## config.mk

```make
export PLATFORM = sky130hd
export DESIGN_NAME = brk_chain_resolver
export DESIGN_NICKNAME = d
export VERILOG_FILES = /design/src/rtl/brk_res_pkg.sv /design/src/rtl/brk_cfg_bank.sv /design/src/rtl/brk_addr_match.sv /design/src/rtl/brk_pair_resolve.sv /design/src/rtl/brk_chain_resolver.sv
export SDC_FILE = /design/constraint.sdc
export NUM_CORES = 2
export LEC_CHECK = 0
export ABC_AREA = 0
export BUFFER_PORTS_ARGS = -buffer_cell sky130_fd_sc_hd__buf_2
export CAP_MARGIN = 25
export CELL_PAD_IN_SITES_DETAIL_PLACEMENT = 0
export CELL_PAD_IN_SITES_GLOBAL_PLACEMENT = 1
export CORE_MARGIN = 5
export CORE_UTILIZATION = 52
export DETAILED_ROUTE_END_ITERATION = 16
export GPL_TIMING_DRIVEN = 0
export PLACE_DENSITY = 0.94
export REMOVE_ABC_BUFFERS = 1
export SLEW_MARGIN = 5
export SYNTH_ARGS = -nofsm -noshare
export SYNTH_HDL_FRONTEND = slang
export SYNTH_SLANG_ARGS = --single-unit
```

## constraint.sdc

```tcl
create_clock -name clk -period 10.23 [get_ports clk]
set_input_delay 1.023 -clock clk [delete_from_list [all_inputs] [get_ports clk]]
set_output_delay 1.023 -clock clk [all_outputs]
set_load 0.05 [all_outputs]
```

## src/rtl/brk_res_pkg.sv

```systemverilog
package brk_res_pkg;

    localparam int NTRIG = 10;
    localparam int NPAIR = NTRIG / 2;

    typedef enum logic [1:0] {
        CLS_FETCH = 2'd0,
        CLS_LOAD  = 2'd1,
        CLS_STORE = 2'd2
    } trig_cls_e;

    typedef enum logic [1:0] {
        MT_EQ   = 2'd0,
        MT_GE   = 2'd1,
        MT_LT   = 2'd2,
        MT_NONE = 2'd3
    } mtype_e;

    typedef struct packed {
        mtype_e mtype;
        logic   sel;
        logic   timing;
        logic   action;
        logic   chain;
    } trig_ctl_t;

    typedef enum logic [1:0] {
        PS_IDLE      = 2'd0,
        PS_HELD_NOW  = 2'd1,
        PS_HELD_NEXT = 2'd2
    } pend_state_e;

    // Stream watched by each trigger; the pairing fixes this.
    function automatic trig_cls_e cls_of(input int t);
        case (t)
            0, 1, 6, 8: return CLS_FETCH;
            2, 3, 7:    return CLS_STORE;
            default:    return CLS_LOAD;
        endcase
    endfunction

    // Fetch-side slot to trigger number.
    function automatic int fetch_slot(input logic [1:0] k);
        case (k)
            2'd0:    return 0;
            2'd1:    return 1;
            2'd2:    return 6;
            default: return 8;
        endcase
    endfunction

    // Memory-side slot to trigger number; 15 means no trigger.
    function automatic int mem_slot(input logic [2:0] k);
        case (k)
            3'd0:    return 2;
            3'd1:    return 3;
            3'd2:    return 4;
            3'd3:    return 5;
            3'd4:    return 7;
            3'd5:    return 9;
            default: return 15;
        endcase
    endfunction

endpackage

```

## src/rtl/brk_cfg_bank.sv

```systemverilog
module brk_cfg_bank
    import brk_res_pkg::*;
#(
    parameter int VAL_W = 64
) (
    input  logic                        clk,
    input  logic                        rst_n,
    input  logic                        cfg_valid,
    input  logic                        cfg_mem,
    input  logic [2:0]                  cfg_idx,
    input  trig_ctl_t                   cfg_ctl,
    input  logic [VAL_W-1:0]            cfg_value,
    output trig_ctl_t [NTRIG-1:0]       ctl_q,
    output logic [NTRIG-1:0][VAL_W-1:0] val_q
);

    logic [NTRIG-1:0] wr_sel;

    for (genvar t = 0; t < NTRIG; t++) begin : g_slot
        always_comb begin
            if (cfg_mem) wr_sel[t] = cfg_valid && (mem_slot(cfg_idx) == t);
            else         wr_sel[t] = cfg_valid && (fetch_slot(cfg_idx[1:0]) == t);
        end

        always_ff @(posedge clk or negedge rst_n) begin
            if (!rst_n) begin
                ctl_q[t] <= '0;
                val_q[t] <= '0;
            end else if (wr_sel[t]) begin
                ctl_q[t] <= cfg_ctl;
                val_q[t] <= cfg_value;
            end
        end
    end


    unused_slot_write_chk: assert property (@(posedge clk) disable iff (!rst_n)
        (cfg_valid && cfg_mem && cfg_idx[2:1] == 2'b11)
        |=> (ctl_q == $past(ctl_q) && val_q == $past(val_q)));

endmodule

```

## src/rtl/brk_addr_match.sv

```systemverilog
module brk_addr_match
    import brk_res_pkg::*;
#(
    parameter int VAL_W = 64
) (
    input  logic             en,
    input  mtype_e           mtype,
    input  logic             sel,
    input  logic [VAL_W-1:0] cmp,
    input  logic             addr_vld,
    input  logic [VAL_W-1:0] addr,
    output logic             hit
);

    logic rel;

    always_comb begin
        unique case (mtype)
            MT_EQ:   rel = (addr == cmp);
            MT_GE:   rel = (addr >= cmp);
            MT_LT:   rel = (addr <  cmp);
            default: rel = 1'b0;
        endcase
        hit = en && addr_vld && !sel && rel;
    end

endmodule

```

## src/rtl/brk_pair_resolve.sv

```systemverilog
module brk_pair_resolve #(
    parameter bit CHAIN_OK = 1'b1
) (
    input  logic clk,
    input  logic rst_n,
    input  logic hit_a,
    input  logic hit_b,
    input  logic chain_req,
    input  logic tim_a,
    input  logic tim_b,
    output logic fire_a,
    output logic fire_b
);

    logic chained;
    logic both;

    assign chained = CHAIN_OK && chain_req;
    assign both    = hit_a && hit_b && (tim_a == tim_b);

    always_comb begin
        if (chained) begin
            fire_a = both;
            fire_b = both;
        end else begin
            fire_a = hit_a;
            fire_b = hit_b;
        end
    end


    mismatch_silent_chk: assert property (@(posedge clk) disable iff (!rst_n)
        (chained && tim_a != tim_b) |-> (!fire_a && !fire_b));


    chain_needs_both_chk: assert property (@(posedge clk) disable iff (!rst_n)
        (chained && (fire_a || fire_b)) |-> (hit_a && hit_b));

endmodule

```

## src/rtl/brk_chain_resolver.sv

```systemverilog
module brk_chain_resolver
    import brk_res_pkg::*;
#(
    parameter int VAL_W = 64
) (
    input  logic             clk,
    input  logic             rst_n,
    input  logic             cfg_valid,
    input  logic             cfg_mem,
    input  logic [2:0]       cfg_idx,
    input  logic [1:0]       cfg_mtype,
    input  logic             cfg_sel,
    input  logic             cfg_timing,
    input  logic             cfg_action,
    input  logic             cfg_chain,
    input  logic [VAL_W-1:0] cfg_value,
    input  logic [9:0]       trig_en,
    input  logic             fetch_valid,
    input  logic [VAL_W-1:0] fetch_addr,
    input  logic             load_valid,
    input  logic [VAL_W-1:0] load_addr,
    input  logic             store_valid,
    input  logic [VAL_W-1:0] store_addr,
    input  logic             clear,
    output logic             fire,
    output logic             fire_after,
    output logic             fire_debug,
    output logic [9:0]       pend_hits,
    output logic             pend_valid,
    output logic             pend_after
);

    trig_ctl_t                   cfg_ctl;
    trig_ctl_t [NTRIG-1:0]       ctl_q;
    logic [NTRIG-1:0][VAL_W-1:0] val_q;
    logic [NTRIG-1:0]            hit, fired, tim_v, act_v;
    pend_state_e                 state_q, state_d;

    assign cfg_ctl = '{mtype:  mtype_e'(cfg_mtype), sel: cfg_sel, timing: cfg_timing,
                       action: cfg_action, chain: cfg_chain};

    brk_cfg_bank #(.VAL_W(VAL_W)) u_cfg (
        .clk       (clk),
        .rst_n     (rst_n),
        .cfg_valid (cfg_valid),
        .cfg_mem   (cfg_mem),
        .cfg_idx   (cfg_idx),
        .cfg_ctl   (cfg_ctl),
        .cfg_value (cfg_value),
        .ctl_q     (ctl_q),
        .val_q     (val_q)
    );

    for (genvar t = 0; t < NTRIG; t++) begin : g_trig
        logic             vld;
        logic [VAL_W-1:0] adr;
        if (cls_of(t) == CLS_FETCH) begin : g_fetch
            assign vld = fetch_valid;
            assign adr = fetch_addr;
        end else if (cls_of(t) == CLS_LOAD) begin : g_load
            assign vld = load_valid;
            assign adr = load_addr;
        end else begin : g_store
            assign vld = store_valid;
            assign adr = store_addr;
        end
        assign tim_v[t] = ctl_q[t].timing;
        assign act_v[t] = ctl_q[t].action;

        brk_addr_match #(.VAL_W(VAL_W)) u_match (
            .en       (trig_en[t]),
            .mtype    (ctl_q[t].mtype),
            .sel      (ctl_q[t].sel),
            .cmp      (val_q[t]),
            .addr_vld (vld),
            .addr     (adr),
            .hit      (hit[t])
        );
    end

    for (genvar p = 0; p < NPAIR; p++) begin : g_pair
        localparam bit CHAIN_OK =
            !(cls_of(2*p) == CLS_STORE && cls_of(2*p+1) == CLS_STORE);
        brk_pair_resolve #(.CHAIN_OK(CHAIN_OK)) u_pair (
            .clk       (clk),
            .rst_n     (rst_n),
            .hit_a     (hit[2*p]),
            .hit_b     (hit[2*p+1]),
            .chain_req (ctl_q[2*p].chain | ctl_q[2*p+1].chain),
            .tim_a     (tim_v[2*p]),
            .tim_b     (tim_v[2*p+1]),
            .fire_a    (fired[2*p]),
            .fire_b    (fired[2*p+1])
        );
    end

    assign fire       = |fired;
    assign fire_after = fire && ((fired & ~tim_v) == '0);
    assign fire_debug = |(fired & act_v);

    always_ff @(posedge clk or negedge rst_n) begin
        if (!rst_n)     pend_hits <= '0;
        else if (clear) pend_hits <= '0;
        else            pend_hits <= pend_hits | fired;
    end

    // Pending-trap state register
    always_ff @(posedge clk or negedge rst_n) begin
        if (!rst_n) state_q <= PS_IDLE;
        else        state_q <= state_d;
    end

    always_comb begin
        state_d = state_q;
        if (clear) begin
            state_d = PS_IDLE;
        end else begin
            unique case (state_q)
                PS_IDLE: begin
                    if (fire) state_d = fire_after ? PS_HELD_NEXT : PS_HELD_NOW;
                end
                PS_HELD_NEXT: begin
                    if (fire && !fire_after) state_d = PS_HELD_NOW;
                end
                PS_HELD_NOW: state_d = PS_HELD_NOW;
                default:     state_d = PS_IDLE;
            endcase
        end
    end

    // Outputs of the state machine
    always_comb begin
        unique case (state_q)
            PS_HELD_NOW: begin
                pend_valid = 1'b1;
                pend_after = 1'b0;
            end
            PS_HELD_NEXT: begin
                pend_valid = 1'b1;
                pend_after = 1'b1;
            end
            default: begin
                pend_valid = 1'b0;
                pend_after = 1'b0;
            end
        endcase
    end


    after_implies_fire_chk: assert property (@(posedge clk) disable iff (!rst_n)
        fire_after |-> fire);


    clear_empties_chk: assert property (@(posedge clk) disable iff (!rst_n)
        clear |=> (pend_hits == '0 && !pend_valid));


    sticky_hits_chk: assert property (@(posedge clk) disable iff (!rst_n)
        !clear |=> ((pend_hits & $past(pend_hits)) == $past(pend_hits)));


    now_wins_chk: assert property (@(posedge clk) disable iff (!rst_n)
        (fire && !fire_after && !clear) |=> (pend_valid && !pend_after));

endmodule

```

# --- Word-level counts from Yosys, hierarchy flattened ---
# Index checks and enable logic that the tools add are counted.
classes:
  eq_ne: 63
  magnitude_cmp: 20
  bitwise_logic: 8
  div: 0
  add_sub_neg: 0
  n_shift: 0
  reduce_logical: 91
  mul: 0
  muxes: 40
op_table:
  columns: ["cell", "count"]
  rows:
  - ["$eq A64 B64 Y1", 10]
  - ["$ge A64 B64 Y1", 10]
  - ["$lt A64 B64 Y1", 10]
  - ["$eq A32 B4 Y1 const B", 8]
  - ["$eq A32 B3 Y1 const B", 4]
  - ["$eq A32 B5 Y1 const B", 4]
  - ["$eq A32 B2 Y1 const B", 2]
  - ["$logic_not A32 Y1", 2]
  - ["$mux W32", 2]
  - ["$logic_and A1 B1 Y1", 60]
  - ["$pmux W1 S3", 10]
  - ["$eq A2 B1 Y1 const B", 12]
  - ["$eq A2 B2 Y1 const B", 12]
  - ["$logic_not A2 Y1", 12]
  - ["$pmux W4 S6", 1]
  - ["$and A10 B10 Y10", 2]
  - ["$mux W1", 20]
  - ["$reduce_or A10 Y1", 2]
  - ["$pmux W4 S3", 1]
  - ["$logic_not A1 Y1", 11]
  - ["$logic_not A10 Y1", 1]
  - ["$mux W10", 1]
  - ["$not A10 Y10", 1]
  - ["$or A10 B10 Y10", 1]
  - ["11 further kinds", 23]
word_totals:
  latch_bits: 0
  register_bits: 710
  n_memories: 0
  ram_bits: 0
  romBits: 0
  wordCells: 282
  output_inout_bits: 15

# --- Depth between registers and ports, before layout ---
depth:
  ltp_word: 14
  ltp_mapped: 14
  depth_no_buf: 14

# --- By module ---
# A second synthesis with hierarchy kept.
unflattened:
  cells_unflattened: 4034
  hier_area_um2: 43895.8
modules_own_cells:
  columns: ["module", "area_each_um2", "instances", "cells_per_inst"]
  rows:
  - ["brk_cfg_bank", 26118.8, 1, 1559]
  - ["brk_addr_match", 1690.4, 10, 237]
  - ["brk_chain_resolver", 728.2, 1, 79]
  - ["brk_pair_resolve (g_pair[0].u_pair ...)", 32.5, 4, 6]
  - ["brk_pair_resolve (g_pair[1].u_pair)", 15.0, 1, 2]

# --- Least setup slack after synthesis ---
# No wires, ideal clock.
synth_path:
  path_type: "input port to output port"
  start: "input port load_addr[29]"
  end: "output port fire_after"
  path_buffers: 0
  slack_ps: 4924
  cell_stages: 12
  t_arrival_ps: 4283
  path_cell_list: "ha_1 a21o_1 a21o_1 a221o_1 o31a_1 a311o_1 o21ai_1 a21oi_2 a2111oi_0 o2111ai_1 nand4b_2 and2_1"
synth_via:
  word_cells_on_any_way: 27
  classes_between: "6 x order compare; 3 x eq/ne; 7 x mux; 1 x bitwise; 10 x reduce/logical"
synth_lines:
  columns: ["element", "line_no", "source"]
  rows:
  - ["from (decl)", "brk_chain_resolver.sv:21", "input logic [VAL_W-1:0] load_addr,"]
  - ["$lt A64 B64 Y1 (tied with other cells)", "brk_addr_match.sv:21", "MT_LT: rel = (addr < cmp);"]
  - ["$pmux W1 S3", "brk_addr_match.sv:18", "unique case (mtype)"]
  - ["$logic_and A1 B1 Y1", "brk_addr_match.sv:24", "hit = en && addr_vld && !sel && rel;"]
  - ["$logic_and A1 B1 Y1 (2 in a row)", "brk_pair_resolve.sv:19", "assign both = hit_a && hit_b && (tim_a == tim_b);"]
  - ["$mux W1", "brk_pair_resolve.sv:22", "if (chained) begin"]
  - ["$reduce_or A10 Y1 (*)", "brk_chain_resolver.sv:97", "assign fire = |fired;"]
  - ["via fire", "brk_chain_resolver.sv:25", "output logic fire,"]
  - ["$logic_and A1 B1 Y1 (*)", "brk_chain_resolver.sv:98", "assign fire_after = fire && ((fired & ~tim_v) == '0);"]
  - ["to (decl)", "brk_chain_resolver.sv:26", "output logic fire_after,"]
# Mark *: on every way through the listed nets, which the timed path passes. The rest lies on a longest branch.

# --- Worst setup path after layout ---
layout_path:
  start: "input port fetch_addr[63]"
  end: "output port fire_after"
layout_via:
  elab_chain_len: 9
  word_cells_on_any_way: 36
  classes_between: "8 x order compare; 4 x eq/ne; 10 x mux; 1 x bitwise; 13 x reduce/logical"
layout_lines:
  columns: ["element", "line_no", "source"]
  rows:
  - ["from (decl)", "brk_chain_resolver.sv:19", "input logic [VAL_W-1:0] fetch_addr,"]
  - ["$lt A64 B64 Y1 (tied with other cells)", "brk_addr_match.sv:21", null]
  - ["$pmux W1 S3", "brk_addr_match.sv:18", null]
  - ["$logic_and A1 B1 Y1", "brk_addr_match.sv:24", null]
  - ["$logic_and A1 B1 Y1 (2 in a row)", "brk_pair_resolve.sv:19", null]
  - ["$mux W1", "brk_pair_resolve.sv:22", null]
  - ["$and A10 B10 Y10", "brk_chain_resolver.sv:98", null]
  - ["$logic_not A10 Y1", "brk_chain_resolver.sv:98", null]
  - ["$logic_and A1 B1 Y1 (*)", "brk_chain_resolver.sv:98", null]
# Every way passes the cells marked *; elsewhere a longest branch is shown, timed or not.

==> flow_results.xml <==
<?xml version="1.0" encoding="UTF-8"?>
<metrics>
  <group name="timing">
    <metric name="rsz0062_at_grt" unit="">no</metric>
    <metric name="timing.slew.headroom" unit="%">25.99</metric>
    <metric name="endpoints_failing_setup" unit="">0</metric>
    <metric name="fin_crit_sh" unit="%">66.49</metric>
    <metric name="fin_crit" unit="ps">6802</metric>
    <metric name="measured_slew_at_the_worst_slew_check_pin" unit="ps">1098</metric>
    <metric name="hold_slack" unit="ps">403.3</metric>
    <metric name="setup_skew_after_layout" unit="ps">30.04</metric>
    <metric name="hold_violations" unit="">0</metric>
    <metric name="report.final.slew_viol_count" unit="">0</metric>
    <metric name="fmax" unit="MHz">147.0</metric>
  </group>
  <group name="synthesis">
    <metric name="post_synth_main_area_contributors" unit="">dfrtp_1 42%, ha_1 19%, mux2_2 6.6%</metric>
    <metric name="register_bit_count_reported_by_yosys" unit="">710</metric>
    <metric name="combinational_family_with_the_most_area_after_synthesis" unit="">adder cells</metric>
    <metric name="synth_cell_type_count" unit="">72</metric>
    <metric name="post_synthesis_share_of_cell_area_spent_on_xor_and_xnor_gates" unit="%">0.08235</metric>
    <metric name="netlist_instances" unit="">4538</metric>
    <metric name="synth.cell_area" unit="um^2">42540</metric>
    <metric name="yosysTopAreaCellShare" unit="%">41.76</metric>
    <metric name="yosysSeqAreaShare" unit="%">41.76</metric>
    <metric name="yosysTopAreaCell" unit="">dfrtp_1</metric>
    <metric name="synth_flop_cell" unit="">dfrtp_1</metric>
    <metric name="synthArstFlopShare" unit="%">100.0</metric>
    <metric name="synth_adder_area_share" unit="%">18.94</metric>
    <metric name="ys_warn_count" unit="">0</metric>
    <metric name="yosys-mux-area-fraction" unit="%">6.735</metric>
    <metric name="synth-edff-count" unit="">0</metric>
    <metric name="share_of_the_synthesized_area_in_compound_gates_ao_oa_aoi_oai" unit="%">13.61</metric>
    <metric name="synth-simple-area-share" unit="%">11.29</metric>
    <metric name="syn-mean-instance-area" unit="um^2">9.375</metric>
  </group>
  <group name="clock_network">
    <metric name="cts.hold.buffers_added" unit="">0</metric>
    <metric name="tritoncts_clock_tree" unit="">built</metric>
    <metric name="ctsLongestPathBuffers" unit="">3</metric>
    <metric name="h_tree_levels" unit="">3</metric>
    <metric name="clk_pin_slew_worst_paths" unit="ps">60</metric>
    <metric name="clock_latency_at_the_later_pin_of_the_worst_skew_pair" unit="ps">640</metric>
    <metric name="postCtsSetupRepairBufs" unit="">0</metric>
    <metric name="cts_sinks" unit="">710</metric>
    <metric name="cts_inserted_buffers" unit="">81</metric>
    <metric name="clock-root-buffer" unit="">clkbuf_16</metric>
    <metric name="cts-resized-gates" unit="">0</metric>
  </group>
  <group name="final_layout">
    <metric name="fraction_of_final_layout_cells_sized_beyond_drive_strength_1" unit="%">15.68</metric>
    <metric name="commonest_non_fill_non_tap_cells_in_the_layout" unit="">710 x dfrtp_1, 667 x inv_1, 643 x ha_1</metric>
    <metric name="mostFrequentLayoutCell" unit="">dfrtp_1</metric>
    <metric name="synthToLayoutAreaGrowth" unit="%">13.72</metric>
    <metric name="final_cells" unit="">5941</metric>
    <metric name="layout.nets" unit="">5713</metric>
    <metric name="fillCellCount" unit="">6745</metric>
  </group>
  <group name="routing">
    <metric name="detail_route.drc_violations" unit="">0</metric>
    <metric name="detail_route.iter0.violations" unit="">2333</metric>
    <metric name="routed_wl" unit="mm">120.2</metric>
    <metric name="detail-route-antenna-nets" unit="">0</metric>
    <metric name="viasPerCell" unit="">5.645</metric>
    <metric name="vias" unit="">33534</metric>
    <metric name="per_cell_routed_wire_length" unit="um">20.23</metric>
    <metric name="drt_pass1_iterations" unit="">5</metric>
  </group>
  <group name="critical_path">
    <metric name="ff2ff_setup_slack" unit="ps">5330</metric>
    <metric name="required" unit="ps">9210</metric>
    <metric name="startpoint_type" unit="">primary input</metric>
    <metric name="timing.critical_path.arrival" unit="ps">5780</metric>
    <metric name="timing.critical_path.to_type" unit="">output pin</metric>
    <metric name="critPathKind" unit="">primary input to output pin</metric>
    <metric name="ff2ff_path_depth" unit="">14</metric>
    <metric name="worst_r2r_startpoint" unit="">u_cfg.val_q[447]$_DFFE_PN0P_</metric>
    <metric name="critical_path.max_fanout" unit="">4</metric>
    <metric name="timing.rr.end" unit="">state_q[1]$_DFFE_PN0P_</metric>
  </group>
  <group name="place">
    <metric name="port_buffers" unit="">297</metric>
    <metric name="dp_cells" unit="">5762</metric>
    <metric name="place_hpwl" unit="mm">93.17</metric>
    <metric name="globalplace.congestion" unit="">0.9178</metric>
  </group>
  <group name="grt">
    <metric name="first_global_vias" unit="">33314</metric>
    <metric name="grt_util_all_layers" unit="%">27.27</metric>
    <metric name="gr-total-overflow" unit="">0</metric>
    <metric name="grt_max_degree" unit="">115</metric>
    <metric name="initial_antenna_violation_count" unit="">40</metric>
    <metric name="grt_first_pass_wirelength" unit="mm">186.6</metric>
  </group>
  <group name="power_and_ir_drop">
    <metric name="worst_ir_drop_vdd" unit="mV">0.1260</metric>
    <metric name="static_leakage_power" unit="nW">23.60</metric>
    <metric name="total_power" unit="mW">9.317</metric>
    <metric name="powerDensity" unit="nW/um^2">192.6</metric>
  </group>
  <group name="floorplan">
    <metric name="floorplan.die.width" unit="um">296.0</metric>
    <metric name="start_util" unit="%">52.65</metric>
    <metric name="boundaryPins" unit="">298</metric>
    <metric name="die_area" unit="um^2">87640</metric>
    <metric name="placementRows" unit="">104</metric>
    <metric name="core_area" unit="um^2">80810</metric>
    <metric name="fp.dieH" unit="um">296.0</metric>
  </group>
  <group name="status">
    <metric name="outcome" unit="">finished clean</metric>
  </group>
  <group name="job">
    <metric name="max_cap_viol_count" unit="">0</metric>
  </group>
  <group name="min_path">
    <metric name="hold_path_class" unit="">primary input to asynchronous set/reset pin</metric>
  </group>
</metrics>
==> through the flow <==
stage               util (%)  TNS [ps]  instance area [um^2]  setup slack [ps]
finish                 59.87         0                 48380              3428
global route           59.80         0                 48320              3291
CTS                    59.75         0                 48280              3472
detailed placement     56.37         0                 45550              3529
global placement       55.24  -5473390                 44640             -7244
floorplan                  -         0                 41820              1769
==> power breakdown <==
part           internal, mW  switching [mW]  leakage (nW)
Clock                  1.79            1.21          1.35
Combinational          1.10            1.56          13.6
Sequential             3.43           0.233          8.60
Total                  6.32            3.00          23.6
==> registers in the layout, indices dropped and copies added, names as in the netlist <==
| register | flops |
|---|---|
| u_cfg.val_q | 640 |
| u_cfg.ctl_q | 58 |
| pend_hits | 10 |
| state_q | 2 |
==> cell families (layout without fill, tap and decap cells) <==
group,after synthesis,count (layout)
AO/OA/AOI/OAI,1015,1015
XOR/XNOR,4,4
adder cells (fa/ha/maj),644,644
buffers and inverters,859,1169
flip-flops,710,710
multiplexers,255,255
other,0,33
AND/OR/NAND/NOR,1051,1051
==> Yosys cell counts, drive strengths merged, types with 4 or more instances <==
master,count
nand3b,12
nor2b,22
inv,667
o31ai,5
o311ai,4
mux2i,5
ha,643
nor3,36
o21a,20
mux2,250
or4,6
nand2,611
a2111oi,7
nor3b,4
or2,6
a21oi,263
a2bb2oi,4
o211ai,15
a21boi,12
a21o,56
nand3,61
nor4b,5
o221ai,9
a211oi,24
and4,12
clkbuf,182
o21ai,534
nand4,126
buf,10
o31a,4
or3,4
a221oi,16
a22oi,5
and2,4
a221o,4
nand2b,18
nor2,85
a31oi,6
dfrtp,710
nor4,33
==> area by class of cell <==
| type | count | area [um^2] | area share (%) |
|---|---|---|---|
| sequential | 710 | 17770 | 36.72 |
| tap | 1060 | 1326 | 2.741 |
| clock inverter | 27 | 366.6 | 0.7578 |
| inverter | 667 | 2504 | 5.175 |
| multi-input combinational | 2969 | 21620 | 44.68 |
| clock buffer | 117 | 2364 | 4.885 |
| antenna | 33 | 82.58 | 0.1707 |
| timing repair buffer | 358 | 2354 | 4.865 |
==> worst max path at each step <==
stage	from	end	slack [ps]	depth (start not counted)
5_1_grt	load_addr[55]	fire_debug	3290	15
3_3_place_gp	rst_n	u_cfg.val_q[204]$_DFFE_PN0P_	-7240	1
3_5_place_dp	load_addr[55]	fire_debug	3530	15
4_1_cts	load_addr[55]	fire_debug	3470	15
2_1_floorplan	cfg_mem	u_cfg.ctl_q[10]$_DFFE_PN0P_	1770	3
6_report	fetch_addr[63]	fire_after	3430	14
==> metal layers <==
layer / part of all wire [%] / track usage [%] / wire (um)
met2: 46 / 44.27 / 55660
met1: 42 / 36.48 / 50510
met5: 0.11 / 0 / 137
met4: 4.1 / 10.11 / 4893
met3: 7.5 / 5.654 / 8993
==> worst max-delay path: stages <==
cell and delay [ps]:
buf_2 140, ha_1 400, nand4_1 190, nor4_1 950, nand4_1 390, a31oi_1 380, nor4_1 130, mux2i_1 430
a2111oi_0 220, a2111oi_0 550, o2111ai_1 250, nand4b_2 290, and2_1 200, buf_2 210
No activity file was read; power rests on OpenSTA's default activity.
